**config.mk**
```make
export PLATFORM = sky130hd
export DESIGN_NAME = rtc_alarm_unit
export DESIGN_NICKNAME = d
export VERILOG_FILES = /design/src/rtl/rtca_pkg.sv /design/src/rtl/rtca_regfile.sv /design/src/rtl/rtca_match.sv /design/src/rtl/rtca_flags.sv /design/src/rtl/rtc_alarm_unit.sv
export SDC_FILE = /design/constraint.sdc
export NUM_CORES = 1
export LEC_CHECK = 0
export ABC_AREA = 0
export BUFFER_PORTS_ARGS = -buffer_cell sky130_fd_sc_hd__buf_2
export CELL_PAD_IN_SITES_DETAIL_PLACEMENT = 1
export CELL_PAD_IN_SITES_GLOBAL_PLACEMENT = 1
export CORE_UTILIZATION = 39
export DETAILED_ROUTE_END_ITERATION = 7
export PLACE_DENSITY_LB_ADDON = 0.2
export SLEW_MARGIN = 25
export SYNTH_ARGS = -nofsm -noshare
export SYNTH_HDL_FRONTEND = slang
export SYNTH_SLANG_ARGS = --single-unit
export TNS_END_PERCENT = 1
```
**constraint.sdc**
```tcl
create_clock -name clk -period 3.3 [get_ports clk]
set_input_delay 0 -clock clk [delete_from_list [all_inputs] [get_ports clk]]
set_output_delay 0 -clock clk [all_outputs]
set_load 0.005 [all_outputs]
```
**src/rtl/rtca_pkg.sv**
```systemverilog
package rtca_pkg;
  localparam int BYTE_W    = 8;
  localparam int MIN_W     = 7;
  localparam int HOUR_W    = 6;
  localparam int SEL_W     = 3;

  localparam int REG_AMIN  = 8;
  localparam int REG_AHOUR = 9;
  localparam int REG_AMASK = 10;
  localparam int REG_CTLA  = 14;
  localparam int REG_CTLB  = 15;

  localparam int EN_BIT    = 7;
  localparam int PF_BIT    = 2;
  localparam int AF_BIT    = 1;

  localparam logic [SEL_W-1:0] SEL_1HZ = 3'd4;
endpackage

```
**src/rtl/rtca_regfile.sv**
```systemverilog
module rtca_regfile
  import rtca_pkg::*;
#(
  parameter int ADDR_W = 4,
  parameter int DAYS   = 7
) (
  input  logic              clk,
  input  logic              rst,
  input  logic              wr_en,
  input  logic [ADDR_W-1:0] wr_addr,
  input  logic [BYTE_W-1:0] wr_data,
  output logic [MIN_W-1:0]  amin,
  output logic [HOUR_W-1:0] ahour,
  output logic [DAYS-1:0]   dmask,
  output logic              alarm_en,
  output logic [SEL_W-1:0]  per_sel,
  output logic              en_clear,
  output logic              clr_alarm,
  output logic              clr_period
);
  logic hit_ctla, hit_ctlb;

  assign hit_ctla   = wr_en && (wr_addr == ADDR_W'(REG_CTLA));
  assign hit_ctlb   = wr_en && (wr_addr == ADDR_W'(REG_CTLB));
  assign en_clear   = hit_ctla && !wr_data[EN_BIT];
  assign clr_alarm  = hit_ctlb && !wr_data[AF_BIT];
  assign clr_period = hit_ctlb && !wr_data[PF_BIT];

  always_ff @(posedge clk) begin
    if (rst) begin
      amin     <= '0;
      ahour    <= '0;
      dmask    <= '0;
      alarm_en <= 1'b0;
      per_sel  <= '0;
    end else if (wr_en) begin
      case (wr_addr)
        ADDR_W'(REG_AMIN):  amin  <= wr_data[MIN_W-1:0];
        ADDR_W'(REG_AHOUR): ahour <= wr_data[HOUR_W-1:0];
        ADDR_W'(REG_AMASK): dmask <= wr_data[DAYS-1:0];
        ADDR_W'(REG_CTLA): begin
          alarm_en <= wr_data[EN_BIT];
          per_sel  <= wr_data[SEL_W-1:0];
        end
        default: ;
      endcase
    end
  end

  // an enable-drop write leaves the enable at 0
  a_r7_en_drop: assert property (@(posedge clk) disable iff (rst)
    en_clear |=> !alarm_en);
endmodule

```
**src/rtl/rtca_match.sv**
```systemverilog
module rtca_match
  import rtca_pkg::*;
#(
  parameter int DAYS   = 7,
  parameter int WDAY_W = $clog2(DAYS)
) (
  input  logic              sec_tick,
  input  logic [BYTE_W-1:0] cur_sec,
  input  logic [BYTE_W-1:0] cur_min,
  input  logic [BYTE_W-1:0] cur_hour,
  input  logic [WDAY_W-1:0] cur_wday,
  input  logic [MIN_W-1:0]  amin,
  input  logic [HOUR_W-1:0] ahour,
  input  logic [DAYS-1:0]   dmask,
  output logic              hit
);
  logic [DAYS-1:0] day_sel;
  logic            day_ok, rollover, time_eq;

  for (genvar d = 0; d < DAYS; d++) begin : g_day
    assign day_sel[d] = dmask[d] && (cur_wday == WDAY_W'(d));
  end

  assign day_ok   = |day_sel;
  assign rollover = sec_tick && (cur_sec[MIN_W-1:0] == '0);
  // hour compared raw: covers 24h values and the 12h PM bit alike
  assign time_eq  = (cur_min[MIN_W-1:0] == amin) && (cur_hour[HOUR_W-1:0] == ahour);
  assign hit      = rollover && time_eq && day_ok;
endmodule

```
**src/rtl/rtca_flags.sv**
```systemverilog
module rtca_flags
  import rtca_pkg::*;
(
  input  logic             clk,
  input  logic             rst,
  input  logic             sec_tick,
  input  logic             hit,
  input  logic             alarm_en,
  input  logic [SEL_W-1:0] per_sel,
  input  logic             en_clear,
  input  logic             clr_alarm,
  input  logic             clr_period,
  output logic             alarm_flag,
  output logic             period_flag,
  output logic             irq_n
);
  logic set_alarm, set_period, per_on;

  assign set_alarm  = hit && alarm_en;
  assign per_on     = (per_sel == SEL_1HZ);
  assign set_period = sec_tick && per_on;

  always_ff @(posedge clk) begin
    if (rst) begin
      alarm_flag  <= 1'b0;
      period_flag <= 1'b0;
      irq_n       <= 1'b1;
    end else begin
      if (en_clear)       alarm_flag <= 1'b0;
      else if (set_alarm) alarm_flag <= 1'b1;
      else if (clr_alarm) alarm_flag <= 1'b0;

      if (set_period)      period_flag <= 1'b1;
      else if (clr_period) period_flag <= 1'b0;

      irq_n <= !((alarm_en && alarm_flag) || (per_on && period_flag));
    end
  end

  // an enabled match latches the pending flag
  a_r5_set: assert property (@(posedge clk) disable iff (rst)
    (hit && alarm_en && !en_clear) |=> alarm_flag);
  // the flag never rises without an enabled match
  a_r5_no_spurious: assert property (@(posedge clk) disable iff (rst)
    (!alarm_flag && !(hit && alarm_en)) |=> !alarm_flag);
  // a zero written to the flag bit clears it when no match competes
  a_r6_sw_clear: assert property (@(posedge clk) disable iff (rst)
    (clr_alarm && !(hit && alarm_en)) |=> !alarm_flag);
  // dropping the enable removes any pending alarm
  a_r7_en_clear: assert property (@(posedge clk) disable iff (rst)
    en_clear |=> !alarm_flag);
  // enabled pending alarm pulls the line low next cycle
  a_r8_irq_low: assert property (@(posedge clk) disable iff (rst)
    (alarm_en && alarm_flag) |=> !irq_n);
  // no active source leaves the line high
  a_r8_irq_high: assert property (@(posedge clk) disable iff (rst)
    (!(alarm_en && alarm_flag) && !(per_on && period_flag)) |=> irq_n);
  // a tick in 1 Hz mode sets the periodic flag
  a_r9_period_set: assert property (@(posedge clk) disable iff (rst)
    (sec_tick && per_on) |=> period_flag);
endmodule

```
**src/rtl/rtc_alarm_unit.sv**
```systemverilog
module rtc_alarm_unit
  import rtca_pkg::*;
#(
  parameter int ADDR_W = 4,
  parameter int DAYS   = 7,
  parameter int WDAY_W = $clog2(DAYS)
) (
  input  logic              clk,
  input  logic              rst,
  input  logic              wr_en,
  input  logic [ADDR_W-1:0] wr_addr,
  input  logic [7:0]        wr_data,
  input  logic [ADDR_W-1:0] rd_addr,
  output logic [7:0]        rd_data,
  input  logic              sec_tick,
  input  logic [7:0]        cur_sec,
  input  logic [7:0]        cur_min,
  input  logic [7:0]        cur_hour,
  input  logic [WDAY_W-1:0] cur_wday,
  output logic              irq_n
);
  logic [MIN_W-1:0]  amin;
  logic [HOUR_W-1:0] ahour;
  logic [DAYS-1:0]   dmask;
  logic              alarm_en, en_clear, clr_alarm, clr_period, hit;
  logic              alarm_flag, period_flag;
  logic [SEL_W-1:0]  per_sel;
  logic [7:0]        rd_next;

  rtca_regfile #(.ADDR_W(ADDR_W), .DAYS(DAYS)) regs_i (
    .clk(clk), .rst(rst), .wr_en(wr_en), .wr_addr(wr_addr), .wr_data(wr_data),
    .amin(amin), .ahour(ahour), .dmask(dmask), .alarm_en(alarm_en),
    .per_sel(per_sel), .en_clear(en_clear), .clr_alarm(clr_alarm),
    .clr_period(clr_period)
  );

  rtca_match #(.DAYS(DAYS), .WDAY_W(WDAY_W)) match_i (
    .sec_tick(sec_tick), .cur_sec(cur_sec), .cur_min(cur_min),
    .cur_hour(cur_hour), .cur_wday(cur_wday), .amin(amin), .ahour(ahour),
    .dmask(dmask), .hit(hit)
  );

  rtca_flags flags_i (
    .clk(clk), .rst(rst), .sec_tick(sec_tick), .hit(hit), .alarm_en(alarm_en),
    .per_sel(per_sel), .en_clear(en_clear), .clr_alarm(clr_alarm),
    .clr_period(clr_period), .alarm_flag(alarm_flag),
    .period_flag(period_flag), .irq_n(irq_n)
  );

  always_comb begin
    rd_next = '0;
    case (rd_addr)
      ADDR_W'(REG_AMIN):  rd_next[MIN_W-1:0]  = amin;
      ADDR_W'(REG_AHOUR): rd_next[HOUR_W-1:0] = ahour;
      ADDR_W'(REG_AMASK): rd_next[DAYS-1:0]   = dmask;
      ADDR_W'(REG_CTLA): begin
        rd_next[EN_BIT]    = alarm_en;
        rd_next[SEL_W-1:0] = per_sel;
      end
      ADDR_W'(REG_CTLB): begin
        rd_next[PF_BIT] = period_flag;
        rd_next[AF_BIT] = alarm_flag;
      end
      default: ;
    endcase
  end

  always_ff @(posedge clk) begin
    if (rst) rd_data <= '0;
    else     rd_data <= rd_next;
  end

  // an unmapped address always reads back zero
  a_r2_unmapped_zero: assert property (@(posedge clk) disable iff (rst)
    (rd_addr == ADDR_W'(0)) |=> (rd_data == 8'h00));
endmodule

```
# ---- Yosys cells after proc, flatten, opt, wreduce, memory -nomap -nowiden
# Cells that the tools add are included.
dict set report classes {
  n_eq_ne 19
  n_mux 8
  bitwise 1
  n_reduce_logical 36
}
# op count
set op_table {}
lappend op_table {{== test 4 bit (second input constant)} 10}
lappend op_table {{logical AND 1 bit} 20}
lappend op_table {{== test 3 bit (second input constant)} 4}
lappend op_table {{one-hot mux 2 bit (5 select lines)} 1}
lappend op_table {{one-hot mux 3 bit (3 select lines)} 1}
lappend op_table {{AND reduction 2 bit} 4}
lappend op_table {{== test 7 bit} 1}
lappend op_table {{logical NOT 7 bit} 1}
lappend op_table {{OR reduction 7 bit} 1}
lappend op_table {{== test 3 x 2 -> 1 bit (second input constant)} 2}
lappend op_table {{== test 6 bit} 1}
lappend op_table {{logical NOT 1 bit} 4}
lappend op_table {{two-way mux 1 bit} 4}
lappend op_table {{one-hot mux 1 bit (4 select lines)} 1}
lappend op_table {{nonzero test 2 bit} 2}
lappend op_table {{OR reduction 2 bit} 2}
lappend op_table {{== test 3 x 1 -> 1 bit (second input constant)} 1}
lappend op_table {{logical NOT 3 bit} 1}
lappend op_table {{one-hot mux 1 bit (2 select lines)} 1}
lappend op_table {{logical OR 1 bit} 1}
lappend op_table {{inverter 1 bit} 1}
dict set report totals {
  regBits 35
  output_inout_bits 9
  wordCells 74
}

# ---- Logic depth before layout (Yosys ltp)
# Gate-level depths: netlist (run 1).
dict set report logic_depth {
  ltp_word 6
  mapped_depth 5
  depth_no_buf 4
}

# ---- By module
# From an unflattened synthesis (run 1), not the netlist that was laid out.
dict set report hier_totals {
  cells_unflattened 191
  area_unflattened_um2 1840.5
}
# module instances cells_per_inst area_each_um2 seq_area_each_um2
set modules_own_cells {}
lappend modules_own_cells {rtca_regfile 1 101 1033.5 480.5}
lappend modules_own_cells {rtc_alarm_unit 1 53 465.4 160.2}
lappend modules_own_cells {rtca_match 1 25 219.0 0.0}
lappend modules_own_cells {rtca_flags 1 12 122.6 60.1}

# ---- Worst setup path after synthesis (run 1)
# OpenSTA, ideal clock, no wires.
dict set report synth_path {
  path_kind {reg-to-reg}
  startpoint {register regs_i.alarm_en}
  endpoint {register flags_i.alarm_flag}
  setup_time_ns 0.069
  t_arrival_ns 1.177
  required_ns 3.231
  path_slack_ns 2.054
  path_stages_with_launch 5
  period_less_slack_ns 1.246
  cell_sequence {dfxtp_1 -> nor3b_1 -> nand4_1 -> or4_1 -> o21ai_1}
}
dict set report synth_between {
  elab_chain_len 2
  elab_cells_between_ends 3
  cone_classes {mux (1); reduce/logical (2)}
}
# item line
set synth_rtl {}
lappend synth_rtl {{from (decl)} rtca_regfile.sv:15} ;# output logic alarm_en,
lappend synth_rtl {{from (signal assigned)} rtca_regfile.sv:42} ;# alarm_en <= wr_data[EN_BIT];
lappend synth_rtl {{logical AND 1 bit *} rtca_flags.sv:19} ;# assign set_alarm = hit && alarm_en;
lappend synth_rtl {{two-way mux 1 bit or nonzero test 2 bit (tied branches)} --}
lappend synth_rtl {{to (signal assigned)} rtca_flags.sv:29} ;# if (en_clear) alarm_flag <= 1'b0;
lappend synth_rtl {{to (signal assigned)} rtca_flags.sv:30} ;# else if (set_alarm) alarm_flag <= 1'b1;
lappend synth_rtl {{to (signal assigned)} rtca_flags.sv:31} ;# else if (clr_alarm) alarm_flag <= 1'b0;
lappend synth_rtl {{to (decl)} rtca_flags.sv:13} ;# output logic alarm_flag,
# Mark *: on every way between the ends. The rest lies on a longest branch, timed or not.
# A chain may end at the register's enable or synchronous reset.

# ---- Final worst setup path (run 1)
dict set report layout_path {
  startpoint {register regs_i.ahour[5]}
  endpoint {register flags_i.alarm_flag}
}
dict set report layout_between {
  elab_chain_len 6
  elab_cells_between_ends 7
  cone_classes {eq/ne (1); mux (1); reduce/logical (5)}
}
# item line
set layout_rtl {}
lappend layout_rtl {{from (decl)} rtca_regfile.sv:13} ;# output logic [HOUR_W-1:0] ahour,
lappend layout_rtl {{from (signal assigned)} rtca_regfile.sv:39} ;# ADDR_W'(REG_AHOUR): ahour <= wr_data[HOUR_W-1:0];
lappend layout_rtl {{== test 6 bit *} rtca_match.sv:27} ;# assign time_eq = (cur_min[MIN_W-1:0] == amin) && (cur_hour[HOUR_W-1:0] == ahour);
lappend layout_rtl {{logical AND 1 bit *} rtca_match.sv:27}
lappend layout_rtl {{logical AND 1 bit * (2 in a row)} rtca_match.sv:28} ;# assign hit = rollover && time_eq && day_ok;
lappend layout_rtl {{logical AND 1 bit *} rtca_flags.sv:19}
lappend layout_rtl {{two-way mux 1 bit or nonzero test 2 bit (tied branches)} --}
# Marks and branches as above.

==> reports/results.tsv, run 1 <==
stage	metric	value	unit
outcome	status	complete, no violations	
floorplan	die_w	67.20	um
sta	slew_violations	0	
synth	synth-seq-area-share	0.4226	
clock_tree	cts_hold_buf	7	
worst_setup_path	critPathSlowestCell	or4_1	
floorplan	core	0.004029	sq mm
routing	drc_errors	0	
sta	max_freq	670.5	MHz
sta	grt_setup_unrepaired	false	
clock_tree	clock_latency	300	ps
synth	ys_ff_latch	35	
synth	yosys_warnings	0	
worst_setup_path	max_stage_delay	510	ps
clock_tree	path_clk_slew	70	ps
run	drv_cap	0	
cells_and_area	postLayoutCellArea	0.002092	sq mm
routing	drt-initial-drc-count	96	
sta	maxSlewHeadroom	0.6004	
routing	vias_per_cell	5.223	
synth	synthDistinctLibCells	35	
worst_setup_path	worstPathArrival	1730	ps
synth	syn-num-nets	220	
sta	worstMarginPinSlew	596.9	ps
clock_tree	ctsResizeCount	0	
synth	syn-cell-area	0.001658	sq mm
global_route	grt_overflow_total	0	
floorplan	start_util	0.4115	
cells_and_area	area_delta_synth_final	26.19	%
worst_hold_path	hold_path.class	in2reg	
routing	drtAntennaViolNets	0	
sta	fin_hold_ws	7.469	ps
place	place_congestion	0.7982	
worst_setup_path	cp_cell_sequence	xnor2_1, nand4_1, or4_1, o21ai_1	
sta	period_share	0.4520	
place	dp_hpwl	3576	um
routing	wl	4525	um
clock_tree	cts_tree	built	
floorplan	dieArea	0.004516	sq mm
global_route	antenna_found_initial	0	
power_and_ir_drop	worst_ir_drop_vdd	0.0001564	V
sta	setup_violations	0	
floorplan	die_y	67.20	um
clock_tree	cts_htree_levels	2	
cells_and_area	multi_input_area	918.4	sq um
sta	skew	11.50	ps
routing	detail_route.wl_per_cell	16.05	um
global_route	grt_pass1_wl	7231	um
sta	setup_tns	0	ps
synth	syn_inst	173	
synth	avgSynthCellArea	9.583	sq um
sta	min_period	1491	ps
synth	synth_top_cell_by_area	dfxtp_1	
clock_tree	clk_path_buf_depth	2	
cells_and_area	antennaDiodeCount	0	
worst_setup_path	cp.required	3530	ps
worst_setup_path	critPathKind	reg2reg	
synth	synth_edf_count	0	
routing	dr_total_vias	1473	
clock_tree	root_buffer	clkbuf_8	
worst_setup_path	end_kind	register	
clock_tree	cts-buffers-inserted	5	
synth	synth_top_area_share	0.4226	
place	place_area	0.001941	sq mm
clock_tree	post_cts_buffers	0	
floorplan	io_pins	56	
synth	synth_area_leaders	dfxtp_1, mux2i_1, nor2_1, xnor2_1, a21oi_1	
power_and_ir_drop	p_leak	0.8647	nW
global_route	grt_pass1_vias	1505	
routing	dr.pass1.iters	4	
floorplan	rows	23	
cells_and_area	seqCellArea	700.7	sq um
power_and_ir_drop	powerDensity	396.0	mW/mm^2
global_route	grt_max_degree	26	
cells_and_area	drive_gt1_frac	0.2759	
clock_tree	clock-sinks	35	
sta	hold_violations	0	
synth	synth_ff_type	dfxtp_1	
worst_setup_path	cp-start-kind	register	
cells_and_area	fillCellCount	497	
worst_setup_path	cp_max_fo	3	
global_route	grtUsageTotal	0.2265	
cells_and_area	finalNetCount	278	
synth	synthArstFlopShare	0	
place	portBuffers	51	
==> registers in the layout (all words and copies together) (netlist names) <==
name                 count
regs_i.amin              7
flags_i.alarm_flag       1
rd_data                  8
flags_i.irq_n            1
regs_i.per_sel           3
flags_i.period_flag      1
regs_i.dmask             7
regs_i.ahour             6
regs_i.alarm_en          1
==> through the flow <==
step	std cells	setup WS, ps	utilization	power, W
after floorplan	173	2054	-	0.0004829
after global placement	267	1860	0.4817	0.0005235
after detailed placement	267	1837	0.4817	0.0005275
after CTS	282	1820	0.5193	0.0008349
after global routing	282	1717	0.5193	0.0008619
final	282	1809	0.5193	0.0008285
==> cells in the final DEF (no fill, tap or decap), types with 3 or more instances in the layout <==
| cell | Yosys | routed |
|---|---|---|
| mux2i_1 | 29 | 29 |
| nor3_1 | 3 | 3 |
| dlygate4sd3_1 | 0 | 7 |
| xnor2_1 | 13 | 13 |
| nor2_1 | 31 | 31 |
| buf_2 | 1 | 51 |
| o21ai_0 | 4 | 4 |
| nand3_1 | 3 | 3 |
| clkbuf_8 | 0 | 5 |
| a21oi_1 | 9 | 9 |
| dfxtp_1 | 35 | 35 |
| nand2_1 | 10 | 10 |
| nand4_1 | 4 | 4 |
==> report_power, final <==
part           switching, W  total (W)  internal (W)
clock network      0.000156   0.000304      0.000148
logic             0.0000488  0.0000939     0.0000452
registers        0.00000389   0.000431      0.000427
total              0.000209   0.000828      0.000620
==> cells in the mapped netlist, drive strengths merged, types with 2 or more instances <==
library cell / count
dfxtp: 35
a21oi: 9
o21ai: 5
nand2: 10
nand4: 4
clkbuf: 5
a211oi: 2
nor3: 4
nor3b: 2
nand3: 3
mux2i: 29
xnor2: 13
nor2: 31
mux2: 2
buf: 2
nor4b: 2
==> routing by layer <==
layer | vias up | part of all wire | global-route usage
met2 | 37 | 0.49 | 0.3888
met1 | 698 | 0.44 | 0.2621
met5 | - | 0 | 0
met3 | 9 | 0.040 | 0.06250
met4 | 0 | 0.023 | 0.09574
li1 | 729 | - | -
==> cells by family (layout without fill, tap and decap cells) <==
logic type	Yosys count	count (layout)	share of synthesized area
simple gates	61	61	0.1909
flops	35	35	0.4226
mux	32	32	0.2023
compound gates	24	24	0.09208
xor+xnor	13	13	0.06868
buf+inv	8	67	0.02339
==> path summary, 6_finish.rpt <==
| path | from | endpoint | slack [ps] | cells past startpoint |
|---|---|---|---|---|
| min reg2reg | regs_i.per_sel[1]$_SDFFE_PP0N_ | regs_i.per_sel[1]$_SDFFE_PP0N_ | 510 | 2 |
| max reg2reg | regs_i.ahour[5]$_SDFFE_PP0P_ | flags_i.alarm_flag$_SDFFE_PP0P_ | 1810 | 4 |
| max | regs_i.ahour[5]$_SDFFE_PP0P_ | flags_i.alarm_flag$_SDFFE_PP0P_ | 1810 | 4 |
| min | wr_data[4] | regs_i.dmask[4]$_SDFFE_PP0P_ | 7 | 3 |
==> critical path: cells and delay by family, from the launching register on <==
| family | cells | cell delay (ps) |
|---|---|---|
| XOR/XNOR | 1 | 290 |
| flip-flops | 1 | 330 |
| AO/OA/AOI/OAI | 1 | 140 |
| AND/OR/NAND/NOR | 2 | 680 |
==> cell type report <==
| class | instances | area share |
|---|---|---|
| Timing Repair Buffer | 58 | 0.1555 |
| Sequential cell | 35 | 0.3349 |
| Clock buffer | 7 | 0.03648 |
| Tap cell | 50 | 0.02990 |
| Clock inverter | 1 | 0.002392 |
| Multi-Input combinational cell | 130 | 0.4390 |
| Inverter | 1 | 0.001794 |
(Power assumes the default switching activity.)
==> inputs of run 2 (changes only) <==
- ABC_AREA: 0 -> 1
- CORE_UTILIZATION: 39 -> 31
- clock period: 3.3 -> 1.2 ns (I/O delays scaled with it)
==> run 2 against run 1 <==
Compared with the run above:
- power grew to 2.8 times the previous value
- flip-flop and latch count stayed put
- clock power rose to 2.9 times the previous value
- synthesized cell count is 55% higher
- maximum frequency increased by 34%
- routed wire length up 11%
- hold slack improved by 4.1 ps
- highest routed layer unchanged
==> reports/results.tsv, run 2 <==
stage	metric	value	unit	change
cells_and_area	antennaDiodeCount	0		unchanged
synth	synth_ff_type	dfxtp_1		
run	drv_cap	0		unchanged
synth	synth_common_cells	nand2_1, inv_1, dfxtp_1		
worst_setup_path	worstPathArrival	1340	ps	-390 ps
synth	syn-num-nets	316		+44%
worst_hold_path	hold_path.class	in2reg		
global_route	grt_pass1_wl	8493	um	+17%
global_route	grt_overflow_total	0		unchanged
routing	wl	5033	um	+11%
place	portBuffers	51		unchanged
synth	ys_ff_latch	35		unchanged
synth	yosysMostFrequentCell	nand2_1		
cells_and_area	layout_commonest_cell	nand2_1		
worst_setup_path	cp.required	1420	ps	-2110 ps
floorplan	io_pins	56		unchanged
routing	dr_total_vias	1836		+25%
floorplan	core	0.005507	sq mm	+37%
power_and_ir_drop	p_leak	1.041	nW	+20%
power_and_ir_drop	worst_ir_drop_vdd	0.0005214	V	+230%
clock_tree	cts-buffers-inserted	5		unchanged
worst_setup_path	end_kind	register		
power_and_ir_drop	powerDensity	1061	mW/mm^2	+170%
sta	skew	3.218	ps	-8.283 ps
synth	synthArstFlopShare	0		unchanged
synth	synth_top_family_by_area	simple AND/OR/NAND/NOR gates		
routing	drc_errors	0		unchanged
synth	synth_compound_area_frac	0.1982		+0.1061
synth	synth_simple_gate_area_frac	0.2755		+0.08453
clock_tree	root_buffer	clkbuf_8		
routing	dr.pass1.iters	4		unchanged
cells_and_area	mostFrequentLayoutCells	nand2_1, inv_1, buf_2		
sta	worstMarginPinSlew	304.1	ps	-292.7 ps
clock_tree	clock-sinks	35		unchanged
sta	max_freq	898.4	MHz	+34%
floorplan	dieArea	0.006051	sq mm	+34%
clock_tree	cts_htree_levels	2		unchanged
worst_hold_path	min_from	wr_data[7]		
cells_and_area	largest_reg_flops	8		unchanged
sta	min_period	1113	ps	-378.4 ps
worst_setup_path	rrSetupSlack	90	ps	-1720 ps
global_route	grt_max_degree	17		-35%
worst_setup_path	cp-start-kind	register		
synth	synthXorXnorAreaFrac	0		-0.06868
sta	fin_ws	86.95	ps	-1722 ps
worst_hold_path	hold_path_depth	3		unchanged
cells_and_area	finalNetCount	373		+34%
sta	setup_violations	0		unchanged
routing	vias_per_cell	4.613		-12%
synth	synth_top_area_share	0.3935		-0.02911
synth	synth_mux_area_frac	0		-0.2023
sta	slew_violations	0		unchanged
place	post-place-ws	45.97	ps	-1791 ps
clock_tree	cts_tree	built		
cells_and_area	drive_gt1_frac	0.2423		-0.03353
floorplan	die_w	77.79	um	+16%
worst_setup_path	reg2reg_depth	8		+4
synth	synth_edf_count	0		unchanged
cells_and_area	fillCellCount	755		+52%
clock_tree	clock_latency	290	ps	about the same
sta	hold_violations	0		unchanged
synth	synth_top_cell_by_area	dfxtp_1		
worst_setup_path	cp_max_fo	3		unchanged
synth	syn-cell-area	0.001780	sq mm	+7.4%
floorplan	start_util	0.3233		-0.08815
worst_setup_path	worstReg2RegEnd	flags_i.alarm_flag$_SDFFE_PP0P_		
routing	drtAntennaViolNets	0		unchanged
floorplan	die_y	77.79	um	+16%
outcome	status	complete, no violations		
synth	synth_area_leaders	dfxtp_1, nand2_1, inv_1, o21ai_0, a21oi_1		
cells_and_area	area_delta_synth_final	24.74	%	
global_route	grt_pass1_vias	1792		+19%
synth	syn_inst	269		+55%
worst_setup_path	r2r-start	regs_i.ahour[1]$_SDFFE_PP0P_		
place	place_congestion	0.7716		-3.3%
worst_hold_path	hold_end	flags_i.alarm_flag$_SDFFE_PP0P_		
synth	avgSynthCellArea	6.619	sq um	-31%
sta	maxSlewHeadroom	0.7970		+0.1966
cells_and_area	top_register	rd_data		
synth	yosys_warnings	0		unchanged
synth	synthDistinctLibCells	20		-43%
routing	detail_route.wl_per_cell	12.65	um	-21%
worst_setup_path	critPathKind	reg2reg		
power_and_ir_drop	total_power	0.002356	W	+180%
place	dp_hpwl	3984	um	+11%
cells_and_area	reg.largest.list	rd_data x8, regs_i.amin x7, regs_i.dmask x7		
global_route	grtUsageTotal	0.1805		-0.04595
synth	synth-seq-area-share	0.3935		-0.02911
sta	period_share	0.9275		+0.4756
clock_tree	clk_path_buf_depth	2		unchanged
sta	setup_tns	0	ps	unchanged
floorplan	rows	27		+17%
clock_tree	path_clk_slew	70	ps	about the same
synth	synth_fa_ha_area_frac	0		unchanged
routing	drt-initial-drc-count	72		-25%
global_route	antenna_found_initial	0		unchanged
run 2: cell count changes in the layout (fill, tap and decap cells not counted), moves of 5 or more:
cell	change
a21oi_1	+18
inv_1	+51
nand3_1	+5
o21ai_0	+24
o22ai_1	+7
nand3_2	+5
xnor2_1	-13
nor2_1	-7
mux2i_1	-29
nand2_1	+50
dlygate4sd3_1	-6
run 2: per-stage QoR:
stage	cell area (sq um)	util	std cells	hold slack [ps]
3_5_place_dp	2111	0.3833	390	272.9
5_1_grt	2221	0.4033	398	5.937
3_3_place_gp	2111	0.3833	390	274.7
2_1_floorplan	1780	-	269	69.07
6_report	2221	0.4033	398	11.57
4_1_cts	2208	0.4010	398	7.546
run 2: worst max-delay path: stages, from the launching register on:
cell,delay (ps)
dfxtp_1,330
inv_1,70
nand2_1,60
nand2_1,60
nor2_1,100
nand2_1,90
nor2_1,140
nand3_2,90
a21oi_1,120
run 2: kinds of logic (layout without fill, tap and decap cells):
kind of cell           after synthesis  in the layout
AOI/OAI and AO/OA                   67             67
buffers and inverters               58            115
DFF                                 35             35
and+or+nand+nor                    109            109
run 2: repair_timing:
| item | CTS | global route |
|---|---|---|
| endpoints found under the setup margin | 0 | 1 |
| hold buffers | 1 | 0 |
| gates resized for setup | 0 | 6 |
| buffers inserted | 0 | 0 |
| hold endpoints to repair | 6 | 0 |
run 2: report_power, final:
part	switching, W	internal (W)
clock network	0.000430	0.000451
logic	0.000171	0.000115
registers	0.00000854	0.00118
total	0.000610	0.00175
run 2: metal layers:
| metal | part of all wire | wire [um] | track usage |
|---|---|---|---|
| met3 | 0.035 | 178 | 0.03529 |
| met4 | 0.011 | 54 | 0.06226 |
| met2 | 0.49 | 2449 | 0.3071 |
| met5 | 0 | 0 | 0 |
| met1 | 0.47 | 2350 | 0.2256 |
run 2: layout make-up:
cell class	count	area [sq um]	area share
inverters	53	198.9	0.08958
clock buffers	6	82.58	0.03718
multi-input cells	176	850.8	0.3831
clock inverters	1	5.005	0.002254
flip-flops and latches	35	705.7	0.3177
repair buffers	55	287.8	0.1296
well taps	72	90.09	0.04056
run 2: how the worst max path moves through the flow:
stage,from,end,slack [ps]
after floorplan,regs_i.ahour[3]$_SDFFE_PP0P_,flags_i.alarm_flag$_SDFFE_PP0P_,290
after global placement,regs_i.amin[1]$_SDFFE_PP0P_,flags_i.alarm_flag$_SDFFE_PP0P_,90
after detailed placement,regs_i.alarm_en$_SDFFE_PP0N_,flags_i.alarm_flag$_SDFFE_PP0P_,50
after CTS,regs_i.alarm_en$_SDFFE_PP0N_,flags_i.alarm_flag$_SDFFE_PP0P_,30
after global routing,regs_i.ahour[0]$_SDFFE_PP0P_,flags_i.alarm_flag$_SDFFE_PP0P_,-3
final,regs_i.ahour[1]$_SDFFE_PP0P_,flags_i.alarm_flag$_SDFFE_PP0P_,90
==> inputs of run 3 (changes only) <==
- HOLD_SLACK_MARGIN: unset -> 0.05
==> run 3 against run 2 <==
Compared with the run above:
- core utilization is 1.5 points higher
- clock power is 0.6% lower
- combinational power is 7.0% higher
- clock skew is 0.79 ps higher
- cell count is 2.0% higher
- non-clock buffer count is 8 higher
- hold slack better by 61 ps
- critical path depth stayed put
- via count is 1.7% higher
- largest power group unchanged
- highest routed layer unchanged
==> reports/results.tsv, run 3 (same netlist as run 2, synthesis figures left out) <==
stage	metric	value	unit	change
floorplan	start_util	0.3233		unchanged
cells_and_area	reg.largest.list	rd_data x8, regs_i.amin x7, regs_i.dmask x7		
worst_setup_path	path_buf_inv	1		unchanged
power_and_ir_drop	worst_ir_drop_vdd	0.0005202	V	-0.22%
routing	dr_total_vias	1868		+1.7%
worst_setup_path	critPathTopFamily	simple AND/OR/NAND/NOR gates		
worst_setup_path	end_kind	register		
worst_setup_path	rrSetupSlack	90	ps	about the same
worst_setup_path	critPathCapture	flags_i.alarm_flag$_SDFFE_PP0P_		
global_route	grt_pass1_vias	1820		+1.6%
cells_and_area	top_register	rd_data		
cells_and_area	area_delta_synth_final	29.23	%	
routing	drt-initial-drc-count	54		-25%
floorplan	die_y	77.79	um	unchanged
cells_and_area	fin_util	0.4179		+0.01454
place	place_congestion	0.7716		unchanged
place	dp_hpwl	3984	um	unchanged
sta	slew_violations	0		unchanged
global_route	grt_overflow_total	0		unchanged
worst_setup_path	critPathKind	reg2reg		
worst_setup_path	crit_path_start	regs_i.ahour[1]$_SDFFE_PP0P_		
clock_tree	path_clk_slew	70	ps	about the same
cells_and_area	mostFrequentLayoutCells	nand2_1, inv_1, buf_2		
clock_tree	clk_path_buf_depth	2		unchanged
routing	drc_errors	0		unchanged
sta	hold_violations	0		unchanged
floorplan	rows	27		unchanged
sta	min_period	1112	ps	-1.012 ps
power_and_ir_drop	powerDensity	1030	mW/mm^2	-2.9%
worst_setup_path	cpMostUsedCell	nand2_1		
routing	detail_route.wl_per_cell	12.51	um	-1.1%
sta	period_share	0.9267		about the same
clock_tree	cts-buffers-inserted	5		unchanged
cells_and_area	layout_commonest_cell	nand2_1		
global_route	grtUsageTotal	0.1823		+0.001743
cells_and_area	largest_reg_flops	8		unchanged
clock_tree	clock-sinks	35		unchanged
worst_setup_path	cp.depth	8		unchanged
run	drv_cap	0		unchanged
cells_and_area	finalNetCount	381		+2.1%
power_and_ir_drop	total_power	0.002371	W	+0.63%
worst_setup_path	cp-start-kind	register		
worst_setup_path	cp_cell_sequence	inv_1, nand2_1, nand2_1, nor2_1, nand2_1, nor2_1, nand3_2, a21oi_1		
floorplan	io_pins	56		unchanged
worst_setup_path	cp_max_fo	3		unchanged
floorplan	dieArea	0.006051	sq mm	unchanged
routing	wl	5078	um	+0.89%
clock_tree	cts_htree_levels	2		unchanged
floorplan	core	0.005507	sq mm	unchanged
sta	worstMarginPinSlew	305.0	ps	+0.9216 ps
routing	dr.pass1.iters	4		unchanged
floorplan	die_w	77.79	um	unchanged
sta	setup_violations	0		unchanged
global_route	grt_max_degree	17		unchanged
worst_hold_path	hold_path.class	in2reg		
worst_setup_path	r2r-start	regs_i.ahour[1]$_SDFFE_PP0P_		
worst_setup_path	critPathSlowestCell	dfxtp_1		
sta	skew	4.005	ps	+0.7864 ps
global_route	antenna_found_initial	0		unchanged
power_and_ir_drop	p_leak	1.075	nW	+3.2%
place	post-place-ws	45.97	ps	unchanged
sta	fin_ws	87.97	ps	+1.012 ps
outcome	status	complete, no violations		
worst_setup_path	max_stage_delay	330	ps	about the same
global_route	grt_pass1_wl	8576	um	+0.98%
routing	drtAntennaViolNets	0		unchanged
clock_tree	cts_tree	built		
cells_and_area	antennaDiodeCount	0		unchanged
worst_setup_path	worstPathArrival	1330	ps	about the same
sta	max_freq	899.3	MHz	about the same
worst_setup_path	cp.required	1420	ps	about the same
clock_tree	root_buffer	clkbuf_8		
worst_setup_path	reg2reg_depth	8		unchanged
clock_tree	clock_latency	290	ps	about the same
clock_tree	post_cts_buffers	0		unchanged
sta	maxSlewHeadroom	0.7964		about the same
cells_and_area	drive_gt1_frac	0.2365		-0.005804
worst_setup_path	worstReg2RegEnd	flags_i.alarm_flag$_SDFFE_PP0P_		
routing	vias_per_cell	4.601		-0.26%
place	portBuffers	51		unchanged
## run 3: changes by cell type in the layout (fill, tap and decap cells not counted), sizes merged
cell / delta
dlygate4sd3: +8
## run 3: layout make-up
class,count,area (sq um)
clock inverter,1,5.005
sequential,35,705.7
fill,744,3206
multi-input combinational,176,850.8
inverter,53,198.9
tap,72,90.09
timing repair buffer,63,367.9
clock buffer,6,82.58
## run 3: what timing repair did
item	CTS	global route
gates resized for setup	0	6
hold buffers	9	0
endpoints found under the hold margin	19	0
endpoints found under the setup margin	0	1
## run 3: worst min-delay path by stage
stage,start,to,cells after the start
2_1_floorplan,rst,flags_i.period_flag$_SDFFE_PP0P_,1
3_3_place_gp,rst,flags_i.period_flag$_SDFFE_PP0P_,2
3_5_place_dp,rst,rd_data[6]$_SDFF_PP0_,2
4_1_cts,rd_addr[2],rd_data[6]$_SDFF_PP0_,4
5_1_grt,rd_addr[2],rd_data[6]$_SDFF_PP0_,4
6_report,rd_addr[2],rd_data[6]$_SDFF_PP0_,4
## run 3: metrics by stage
stage	setup TNS (ps)	instance area [sq um]	hold slack (ps)	instances
after global routing	-3.397	2301	106.5	406
after global placement	0	2111	274.7	390
after detailed placement	0	2111	272.9	390
after floorplan	0	1780	69.07	269
final	0	2301	72.27	406
after CTS	0	2288	65.62	406
## run 3: worst min-delay path: stages
cell     delay [ps]
buf_2           120
nor2_4           60
nand3_1          70
a21oi_1          60
## run 3: metal layers
metal,global-route usage,wire [um],up-vias
met1,0.2264,2344,854
met5,0,0,-
met4,0.06226,54,0
li1,-,-,976
met2,0.3124,2515,32
met3,0.03529,163,6
## run 3: power by group
part | total, W | switching [W] | internal [W] | leakage (nW)
Sequential | 0.00119 | 0.00000855 | 0.00118 | 0.285
Combinational | 0.000306 | 0.000174 | 0.000132 | 0.743
Clock | 0.000876 | 0.000425 | 0.000450 | 0.0470
Total | 0.00237 | 0.000608 | 0.00176 | 1.07
